==> src/rtl/sl_pkg.sv <==
package sl_pkg;

    localparam int CFG_W = 8;

    typedef struct packed {
        logic rd_inh;   // bit 2
        logic frozen;   // bit 1
        logic wr_inh;   // bit 0
    } lock_t;

    localparam lock_t LOCK_RST = '{rd_inh: 1'b0, frozen: 1'b0, wr_inh: 1'b1};

    function automatic lock_t field_of(input logic [2:0] d);
        return lock_t'(d);
    endfunction

    function automatic logic [CFG_W-1:0] view_of(input lock_t l);
        return {{(CFG_W-3){1'b0}}, l};
    endfunction

endpackage

==> src/rtl/sl_lock_cell.sv <==
module sl_lock_cell
    import sl_pkg::*;
(
    input  logic       clk,
    input  logic       rst,
    input  logic       wr_en,
    input  logic [2:0] wr_bits,
    output lock_t      state
);

    always_ff @(posedge clk) begin
        if (rst)
            state <= LOCK_RST;
        else if (wr_en && !state.frozen)
            state <= field_of(wr_bits);
    end

    // a frozen register keeps all bits
    a_r4_frozen_stable: assert property (@(posedge clk) disable iff (rst)
        state.frozen |=> (state.frozen && $stable(state.rd_inh) && $stable(state.wr_inh)));

    // value after reset
    a_r2_reset_value: assert property (@(posedge clk)
        $past(rst) |-> (state == LOCK_RST));

endmodule

==> src/rtl/sl_pin_defer.sv <==
module sl_pin_defer (
    input  logic clk,
    input  logic rst,
    input  logic hold,
    input  logic boot_in,
    input  logic main_in,
    output logic boot_eff,
    output logic main_eff
);

    logic boot_q, main_q;

    always_ff @(posedge clk) begin
        if (rst) begin
            boot_q <= 1'b0;
            main_q <= 1'b0;
        end else if (!hold) begin
            boot_q <= boot_in;
            main_q <= main_in;
        end
    end

    always_comb begin
        boot_eff = hold ? boot_q : boot_in;
        main_eff = hold ? main_q : main_in;
    end

    // effective pins frozen across a suspend
    a_r9_hold_pins: assert property (@(posedge clk) disable iff (rst)
        (hold && $past(hold)) |-> ($stable(boot_eff) && $stable(main_eff)));

endmodule

==> src/rtl/sl_qualify.sv <==
module sl_qualify
    import sl_pkg::*;
#(
    parameter int NUM_SECTORS = 16
) (
    input  lock_t                  locks [NUM_SECTORS],
    input  logic                   boot_eff,
    input  logic                   main_eff,
    output logic [NUM_SECTORS-1:0] rd_ok,
    output logic [NUM_SECTORS-1:0] wr_ok
);

    localparam int TOP_IDX = NUM_SECTORS - 1;

    for (genvar i = 0; i < NUM_SECTORS; i++) begin : g_sec
        logic pin_block;
        if (i == TOP_IDX) begin : g_boot
            assign pin_block = boot_eff;
        end else begin : g_main
            assign pin_block = main_eff;
        end
        assign rd_ok[i] = !locks[i].rd_inh;
        assign wr_ok[i] = !locks[i].wr_inh && !pin_block;
    end

endmodule

==> src/rtl/sector_lock_bank.sv <==
module sector_lock_bank
    import sl_pkg::*;
#(
    parameter int NUM_SECTORS = 16,
    parameter int DATA_W      = 8,
    localparam int ADDR_W     = $clog2(NUM_SECTORS)
) (
    input  logic                   clk,
    input  logic                   rst,
    input  logic                   cfg_we,
    input  logic [ADDR_W-1:0]      cfg_addr,
    input  logic [CFG_W-1:0]       cfg_wdata,
    output logic [CFG_W-1:0]       cfg_rdata,
    input  logic                   pin_boot_prot,
    input  logic                   pin_main_prot,
    input  logic                   op_held,
    output logic [NUM_SECTORS-1:0] sec_rd_ok,
    output logic [NUM_SECTORS-1:0] sec_wr_ok,
    input  logic [ADDR_W-1:0]      arr_sector,
    input  logic [DATA_W-1:0]      arr_din,
    output logic [DATA_W-1:0]      arr_dout
);

    localparam int TOP_IDX = NUM_SECTORS - 1;

    lock_t locks [NUM_SECTORS];
    logic  boot_eff, main_eff;
    logic  unused_hi;

    assign unused_hi = ^cfg_wdata[CFG_W-1:3];

    for (genvar i = 0; i < NUM_SECTORS; i++) begin : g_cell
        sl_lock_cell i_cell (
            .clk    (clk),
            .rst    (rst),
            .wr_en  (cfg_we && (cfg_addr == ADDR_W'(i))),
            .wr_bits(cfg_wdata[2:0]),
            .state  (locks[i])
        );
    end

    sl_pin_defer i_pins (
        .clk     (clk),
        .rst     (rst),
        .hold    (op_held),
        .boot_in (pin_boot_prot),
        .main_in (pin_main_prot),
        .boot_eff(boot_eff),
        .main_eff(main_eff)
    );

    sl_qualify #(.NUM_SECTORS(NUM_SECTORS)) i_qual (
        .locks   (locks),
        .boot_eff(boot_eff),
        .main_eff(main_eff),
        .rd_ok   (sec_rd_ok),
        .wr_ok   (sec_wr_ok)
    );

    always_comb begin
        cfg_rdata = '0;
        if (int'(cfg_addr) < NUM_SECTORS)
            cfg_rdata = view_of(locks[cfg_addr]) | {{(CFG_W-1){1'b0}}, unused_hi & 1'b0};
    end

    always_comb begin
        arr_dout = '0;
        if (int'(arr_sector) < NUM_SECTORS && sec_rd_ok[arr_sector])
            arr_dout = arr_din;
    end

    // boot pin blocks the top sector
    a_r7_boot_pin: assert property (@(posedge clk) disable iff (rst)
        boot_eff |-> !sec_wr_ok[TOP_IDX]);

    // main pin blocks all lower sectors
    a_r8_main_pin: assert property (@(posedge clk) disable iff (rst)
        main_eff |-> (sec_wr_ok[TOP_IDX-1:0] == '0));

    // read-inhibited sector yields zero data
    a_r10_read_gate: assert property (@(posedge clk) disable iff (rst)
        !sec_rd_ok[arr_sector] |-> (arr_dout == '0));

    // upper register bits always zero
    a_r1_upper_zero: assert property (@(posedge clk) disable iff (rst)
        cfg_rdata[CFG_W-1:3] == '0);

endmodule

==> config.mk <==
export PLATFORM = sky130hd
export DESIGN_NAME = sector_lock_bank
export DESIGN_NICKNAME = d
export VERILOG_FILES = /design/src/rtl/sl_pkg.sv /design/src/rtl/sl_lock_cell.sv /design/src/rtl/sl_pin_defer.sv /design/src/rtl/sl_qualify.sv /design/src/rtl/sector_lock_bank.sv
export SDC_FILE = /design/constraint.sdc
export NUM_CORES = 1
export LEC_CHECK = 0
export BUFFER_PORTS_ARGS = -buffer_cell sky130_fd_sc_hd__buf_2
export CORE_MARGIN = 2
export CORE_UTILIZATION = 48
export DETAILED_ROUTE_END_ITERATION = 8
export GPL_TIMING_DRIVEN = 0
export PLACE_DENSITY = 0.74
export SYNTH_ARGS = -nofsm -noshare
export SYNTH_HDL_FRONTEND = slang
export SYNTH_SLANG_ARGS = --single-unit
==> constraint.sdc <==
create_clock -name clk -period 1.2 [get_ports clk]
set_input_delay 0.06 -clock clk [delete_from_list [all_inputs] [get_ports clk]]
set_output_delay 0.06 -clock clk [all_outputs]
set_load 0.02 [all_outputs]
==> results of run 1 <==
## cells by family (layout without fill, tap and decap cells)
kind of cell,after synthesis,after routing,synth area share (%)
AND/OR/NAND/NOR,134,134,25.2
multiplexers,24,24,15.0
AO/OA/AOI/OAI,82,82,16.8
flip-flops,50,50,34.3
other,1,5,0.129
buffers and inverters,54,145,8.50
## what timing repair did
item / 4_1_cts / 5_1_grt
endpoints found under the hold margin: 0 / 0
pin swaps: 14 / 14
gates cloned: 1 / 0
hold buffers: 0 / 0
resized for setup: 144 / 44
setup endpoints to repair: 44 / 48
buffers inserted: 10 / 8
## state kept, by name, indices dropped and copies added (netlist names)
name	count
i_pins.boot_q	1
g_cell.i_cell.state	48
i_pins.main_q	1
## layer usage
layer	vias to the layer above	track usage, %	part of all wire (%)
met5	-	0	0
met4	0	16.0	4.2
met3	37	6.81	8.8
met2	203	49.6	48
met1	1527	39.1	39
li1	1423	-	-
## worst reg2reg max path, cell delays in order, from the launching register on
cell	delay, ps
dfxtp_4	370
or3b_4	430
o21ai_2	140
nand3_2	100
## layout make-up
class / count / area, sq um / share of cell area (%)
inverters: 17 / 63.8 / 1.52
clock buffers: 6 / 82.6 / 1.97
well taps: 75 / 93.8 / 2.23
multi-input cells: 245 / 1990 / 47.5
repair buffers: 83 / 662 / 15.8
flip-flops and latches: 50 / 1060 / 25.3
plain buffers: 37 / 230 / 5.48
clock inverters: 2 / 12.5 / 0.298
## path summary, 6_finish.rpt
path	cells past startpoint	endpoint
worst max register to register	3	g_cell[5].i_cell.state[0]$_SDFFE_PP1P_
worst max-delay path	4	arr_dout[1]
worst min register to register	2	g_cell[5].i_cell.state[2]$_SDFFE_PP0P_
worst min-delay path	3	g_cell[11].i_cell.state[0]$_SDFFE_PP1P_
## report_power, final
| group | switching (uW) | internal (uW) | leakage, uW |
|---|---|---|---|
| clock | 601 | 465 | 0.0000472 |
| combinational | 494 | 375 | 0.00110 |
| sequential | 31.7 | 1670 | 0.000410 |
| total | 1130 | 2510 | 0.00156 |
## cell usage after synthesis, types with 2 or more instances
cell / number
nor3_1: 4
mux2_1: 3
nand2b_1: 8
a21oi_1: 20
clkbuf_1: 19
a21boi_0: 4
or3b_2: 9
nand2_1: 11
nand3b_1: 6
and2_1: 2
buf_4: 7
buf_2: 9
nand3_1: 41
mux4_2: 14
mux2_2: 3
nor2b_1: 3
nor2_1: 33
and3_1: 2
mux2_4: 3
o21ai_0: 24
a21o_1: 4
o22ai_1: 8
a31oi_1: 12
dfxtp_1: 50
a311o_1: 4
nor3b_1: 8
inv_1: 17
and3b_1: 6
a22oi_1: 6
## through the flow
step           hold WS (ps)  utilization (%)  total power [uW]  setup slack (ps)  setup TNS [ps]
2_1_floorplan           185                -              2170              -329           -2630
4_1_cts                30.6             68.5              3570              -738           -9560
3_3_place_gp            330             57.9              2370              -448          -12810
3_5_place_dp            346             57.9              2380              -473          -13960
5_1_grt                64.9             71.4              3750              -821          -10850
6_report               35.6             71.4              3640              -786           -9750
## layout by cell type, fill, tap and decap left out, types with 8 or more instances in the layout
| master | synthesis | routed |
|---|---|---|
| nand2b_1 | 8 | 8 |
| nor2_4 | 0 | 15 |
| or3b_4 | 0 | 9 |
| nand2_1 | 11 | 10 |
| buf_4 | 7 | 23 |
| buf_6 | 1 | 29 |
| a31oi_1 | 12 | 12 |
| dfxtp_1 | 50 | 17 |
| o22ai_2 | 0 | 8 |
| nand3_1 | 41 | 40 |
| buf_2 | 9 | 41 |
| a21oi_1 | 20 | 20 |
| dfxtp_4 | 0 | 8 |
| dfxtp_2 | 0 | 25 |
| mux4_2 | 14 | 14 |
| nor2_1 | 33 | 18 |
| clkbuf_1 | 19 | 17 |
| inv_1 | 17 | 17 |
| o21ai_0 | 24 | 10 |
| o21ai_1 | 0 | 10 |
==> impl_metrics.env, run 1 <==
export IMPL_hold_viol=0
export IMPL_setup_viol=26
export IMPL_clock_tree_root_cell="clkbuf_8"
export IMPL_dpl_cell_area_sq_um=3410
export IMPL_gp_congestion=0.988
export IMPL_initial_core_util_pct=49.5
export IMPL_crit_slowest_cell="mux4_2"
export IMPL_rsz0062_at_grt="yes"
export IMPL_ys_flop_type="dfxtp_1"
export IMPL_die_x_um=81.9
export IMPL_p_per_area_nw_per_um2=867
export IMPL_drive_above_1_share_pct=49.3
export IMPL_max_freq_mhz=503
export IMPL_clk_latency_ps=310
export IMPL_num_vias=3190
export IMPL_critical_path_class="flip-flop to primary output"
export IMPL_ios=78
export IMPL_layout_nets=469
export IMPL_crit_required_ps=1140
export IMPL_dp_cells=488
export IMPL_port_buffers=64
export IMPL_wl_per_cell_um=20.9
export IMPL_num_antenna_cells=0
export IMPL_yosys_warnings=0
export IMPL_hold_path_class="primary input to flip-flop"
export IMPL_grt_overflow_total=0
export IMPL_clock_skew_ps=7.63
export IMPL_grt_max_degree=16
export IMPL_critPathLaunchType="flip-flop"
export IMPL_drtIter0Drc=310
export IMPL_vdd_drop_max_v=0.000775
export IMPL_netlist_area_leader_share_pct=34.3
export IMPL_final_period_utilization_pct=166
export IMPL_synthTopCellsByArea="dfxtp_1, mux4_2, nand3_1, nor2_1, o21ai_0"
export IMPL_arrival_ps=1930
export IMPL_relSlewSlack_pct=54.4
export IMPL_dieArea_sq_um=6710
export IMPL_h_tree_depth=2
export IMPL_cts_max_path_buffers=2
export IMPL_cp_max_fo=8
export IMPL_crit_family="multiplexers"
export IMPL_cts_tree="built"
export IMPL_crit_chain="mux2_4, mux4_2, o22ai_2, buf_6"
export IMPL_postRouteAntennaNets=0
export IMPL_grt_pass1_wl_um=15100
export IMPL_drc=0
export IMPL_finalNonFillerCells=515
export IMPL_ys_types=34
export IMPL_syn_area_sq_um=2910
export IMPL_cts_clk_slew_worst_paths_ps=100
export IMPL_synth_cells=345
export IMPL_reg2reg_slack_ps=30
export IMPL_wl_um=10800
export IMPL_row_count=28
export IMPL_grt_usage_pct=31.0
export IMPL_clock_sinks=50
export IMPL_violations="setup timing"
export IMPL_tightestPinTransition_ps=681
export IMPL_end_kind="primary output"
export IMPL_coreArea_sq_um=5890
export IMPL_avgSynthCellArea_sq_um=8.45
export IMPL_max_cap_violations=0
export IMPL_slowest_delay_ps=610
export IMPL_synthArstFlopShare_pct=0
export IMPL_path_buf_inv=1
export IMPL_hp_start="rst"
export IMPL_p_leak_uw=0.00156
export IMPL_synth_edf_count=0
export IMPL_drtPass1Iterations=7
export IMPL_dieHeight_um=81.9
export IMPL_critPathLaunch="g_cell[3].i_cell.state[2]$_SDFFE_PP0P_"
export IMPL_maxSlewViolCount=0
export IMPL_setup_ws_ps=-786
export IMPL_design_area_sq_um=4200
export IMPL_antenna_found_initial=0
export IMPL_cts_buffers=5
export IMPL_n_fill_cell=427
export IMPL_syn_to_final_growth_pct=44.1
export IMPL_status="complete, but fails checks"
export IMPL_min_period_ps=1990
export IMPL_hpwl_um=7070
export IMPL_yosys_area_top_type="dfxtp_1"
export IMPL_grt_pass1_vias=2836
export IMPL_ys_seq_area_share_pct=34.3
export IMPL_r2r_start="g_cell[5].i_cell.state[1]$_SDFFE_PP0P_"
export IMPL_via_per_inst=6.19
export IMPL_synth_seq_cells=50
Note: power is estimated with default switching activity, not from simulation.
==> run 2: changes to the inputs <==
SYNTH_HIERARCHICAL = 1   (was default)
==> impl_metrics.env, run 2 <==
export IMPL_status="complete, but fails checks"
export IMPL_violations="setup timing"
export IMPL_drive_above_1_share_pct=53.9
export IMPL_wl_um=8210
export IMPL_dieArea_sq_um=6720
export IMPL_multiInputGateArea_sq_um=2000
export IMPL_gp_congestion=0.802
export IMPL_hold_viol=0
export IMPL_cts_buffers=5
export IMPL_ys_flop_type="dfxtp_1"
export IMPL_p_per_area_nw_per_um2=822
export IMPL_p_leak_uw=0.00146
export IMPL_vdd_drop_max_v=0.000661
export IMPL_clock_sinks=50
export IMPL_num_antenna_cells=0
export IMPL_antenna_found_initial=0
export IMPL_setup_ws_ps=-589
export IMPL_ios=78
export IMPL_clock_skew_ps=7.32
export IMPL_drtPass1Iterations=4
export IMPL_synth_cells=312
export IMPL_yosys_area_top_type="dfxtp_1"
export IMPL_layout_nets=436
export IMPL_min_period_ps=1790
export IMPL_final_cell_mix="nor2_1, buf_6, buf_2, dfxtp_2"
export IMPL_syn_area_sq_um=2920
export IMPL_cts_clk_slew_worst_paths_ps=90
export IMPL_critPathLaunchType="flip-flop"
export IMPL_dieHeight_um=82.0
export IMPL_utilization_pct=69.0
export IMPL_hpwl_um=5330
export IMPL_coreArea_sq_um=5890
export IMPL_wl_per_cell_um=17.1
export IMPL_grt_usage_pct=25.1
export IMPL_grt_max_degree=83
export IMPL_drc=0
export IMPL_final_common_cell="nor2_1"
export IMPL_row_count=28
export IMPL_relSlewSlack_pct=48.1
export IMPL_grt_pass1_wl_um=12600
export IMPL_syn_to_final_growth_pct=39.1
export IMPL_end_kind="primary output"
export IMPL_avgSynthCellArea_sq_um=9.36
export IMPL_grt_pass1_vias=2513
export IMPL_hold_path_class="primary input to flip-flop"
export IMPL_cp_max_fo=8
export IMPL_num_vias=2630
export IMPL_yosys_warnings=6
export IMPL_n_fill_cell=447
export IMPL_netlist_area_leader_share_pct=34.3
export IMPL_clock_tree_root_cell="clkbuf_8"
export IMPL_ys_types=29
export IMPL_max_freq_mhz=559
export IMPL_crit_required_ps=1140
export IMPL_ys_seq_area_share_pct=34.3
export IMPL_top_regs="g_cell.i_cell/state (48), i_pins/boot_q (1), i_pins/main_q (1)"
export IMPL_synth_seq_cells=50
export IMPL_initial_core_util_pct=49.6
export IMPL_postRouteAntennaNets=0
export IMPL_ff_latch_area_sq_um=1050
export IMPL_dp_cells=455
export IMPL_largest_reg_flops=48
export IMPL_design_area_sq_um=4060
export IMPL_setup_viol=26
export IMPL_port_buffers=64
export IMPL_dpl_cell_area_sq_um=3390
export IMPL_final_period_utilization_pct=149
export IMPL_grt_overflow_total=0
export IMPL_yosys_top_cells_count="nor2_1, dfxtp_1, nand2b_1"
export IMPL_arrival_ps=1730
export IMPL_h_tree_depth=2
export IMPL_clk_latency_ps=310
export IMPL_drtIter0Drc=212
export IMPL_cts_max_path_buffers=2
export IMPL_die_x_um=82.0
export IMPL_critical_path_class="flip-flop to primary output"
export IMPL_tightestPinTransition_ps=778
export IMPL_maxSlewViolCount=0
export IMPL_dp_slack_ps=-393
export IMPL_cts_tree="built"
export IMPL_synth_edf_count=0
export IMPL_regMostFlops="g_cell.i_cell/state"
export IMPL_rsz0062_at_grt="yes"
export IMPL_p_total_uw=3340
export IMPL_synthMostInstantiatedCell="nor2_1"
export IMPL_synthTopCellsByArea="dfxtp_1, nor2_1, mux4_2, nor2b_4, nand4bb_1"
export IMPL_finalNonFillerCells=481
export IMPL_via_per_inst=5.47
export IMPL_synthArstFlopShare_pct=0
export IMPL_max_cap_violations=0
[run 2: logic make-up after synthesis]
family                 count (synthesis)  synth area share, %
multiplexers                          36                 19.0
AO/OA/AOI/OAI                         41                 8.06
AND/OR/NAND/NOR                      156                 33.3
buffers and inverters                 28                 5.19
flip-flops                            50                 34.3
other                                  1                0.128
[run 2: layer usage]
layer	vias up	share of wire, %	track usage (%)
met3	7	5.9	4.62
met5	-	0	0
met2	85	51	43.5
li1	1257	-	-
met1	1281	42	32.0
met4	0	1.2	6.67
[run 2: path summary, 6_finish.rpt]
path | cells after the start | start | to | slack (ps)
max | 6 | g_cell[5].i_cell/state[2]$_SDFFE_PP0P_ | arr_dout[3] | -590
min | 3 | pin_boot_prot | i_pins/boot_q$_SDFF_PP0_ | 130
max reg2reg | 2 | i_pins/main_q$_SDFF_PP0_ | i_pins/main_q$_SDFF_PP0_ | 330
min reg2reg | 2 | g_cell[8].i_cell/state[2]$_SDFFE_PP0P_ | g_cell[8].i_cell/state[2]$_SDFFE_PP0P_ | 490
[run 2: cell type report]
class / instances / area share, %
Sequential cell: 50 / 25.8
Tap cell: 75 / 2.31
Timing Repair Buffer: 83 / 16.5
Clock buffer: 7 / 1.88
Buffer: 11 / 2.62
Multi-Input combinational cell: 238 / 49.2
Inverter: 17 / 1.69
[run 2: through the flow]
| step | setup TNS [ps] | hold slack [ps] |
|---|---|---|
| after floorplan | -1110 | 124 |
| after global placement | -11340 | 416 |
| after detailed placement | -12980 | 429 |
| after CTS | -9540 | 126 |
| after global routing | -10210 | 158 |
| final | -9130 | 129 |
[run 2: worst max-delay path, cell delays in order, from the launching register on]
cell and delay, ps:
dfxtp_2 350, inv_2 40, mux4_2 510, nor2_4 120
o22ai_4 100, and2_4 180, buf_6 120
[run 2: repair_timing]
action / CTS / global route
endpoints found under the setup margin: 31 / 48
resized for setup: 104 / 38
hold buffers: 0 / 0
setup buffers: 13 / 6
gates cloned: 1 / 0
pin swaps: 23 / 10
[run 2: power by group]
| group | total, uW | internal, uW | switching, uW | leakage, uW |
|---|---|---|---|---|
| Combinational | 665 | 310 | 355 | 0.00100 |
| Clock | 968 | 403 | 564 | 0.0000383 |
| Sequential | 1700 | 1680 | 25.5 | 0.000415 |
| Total | 3340 | 2390 | 945 | 0.00146 |
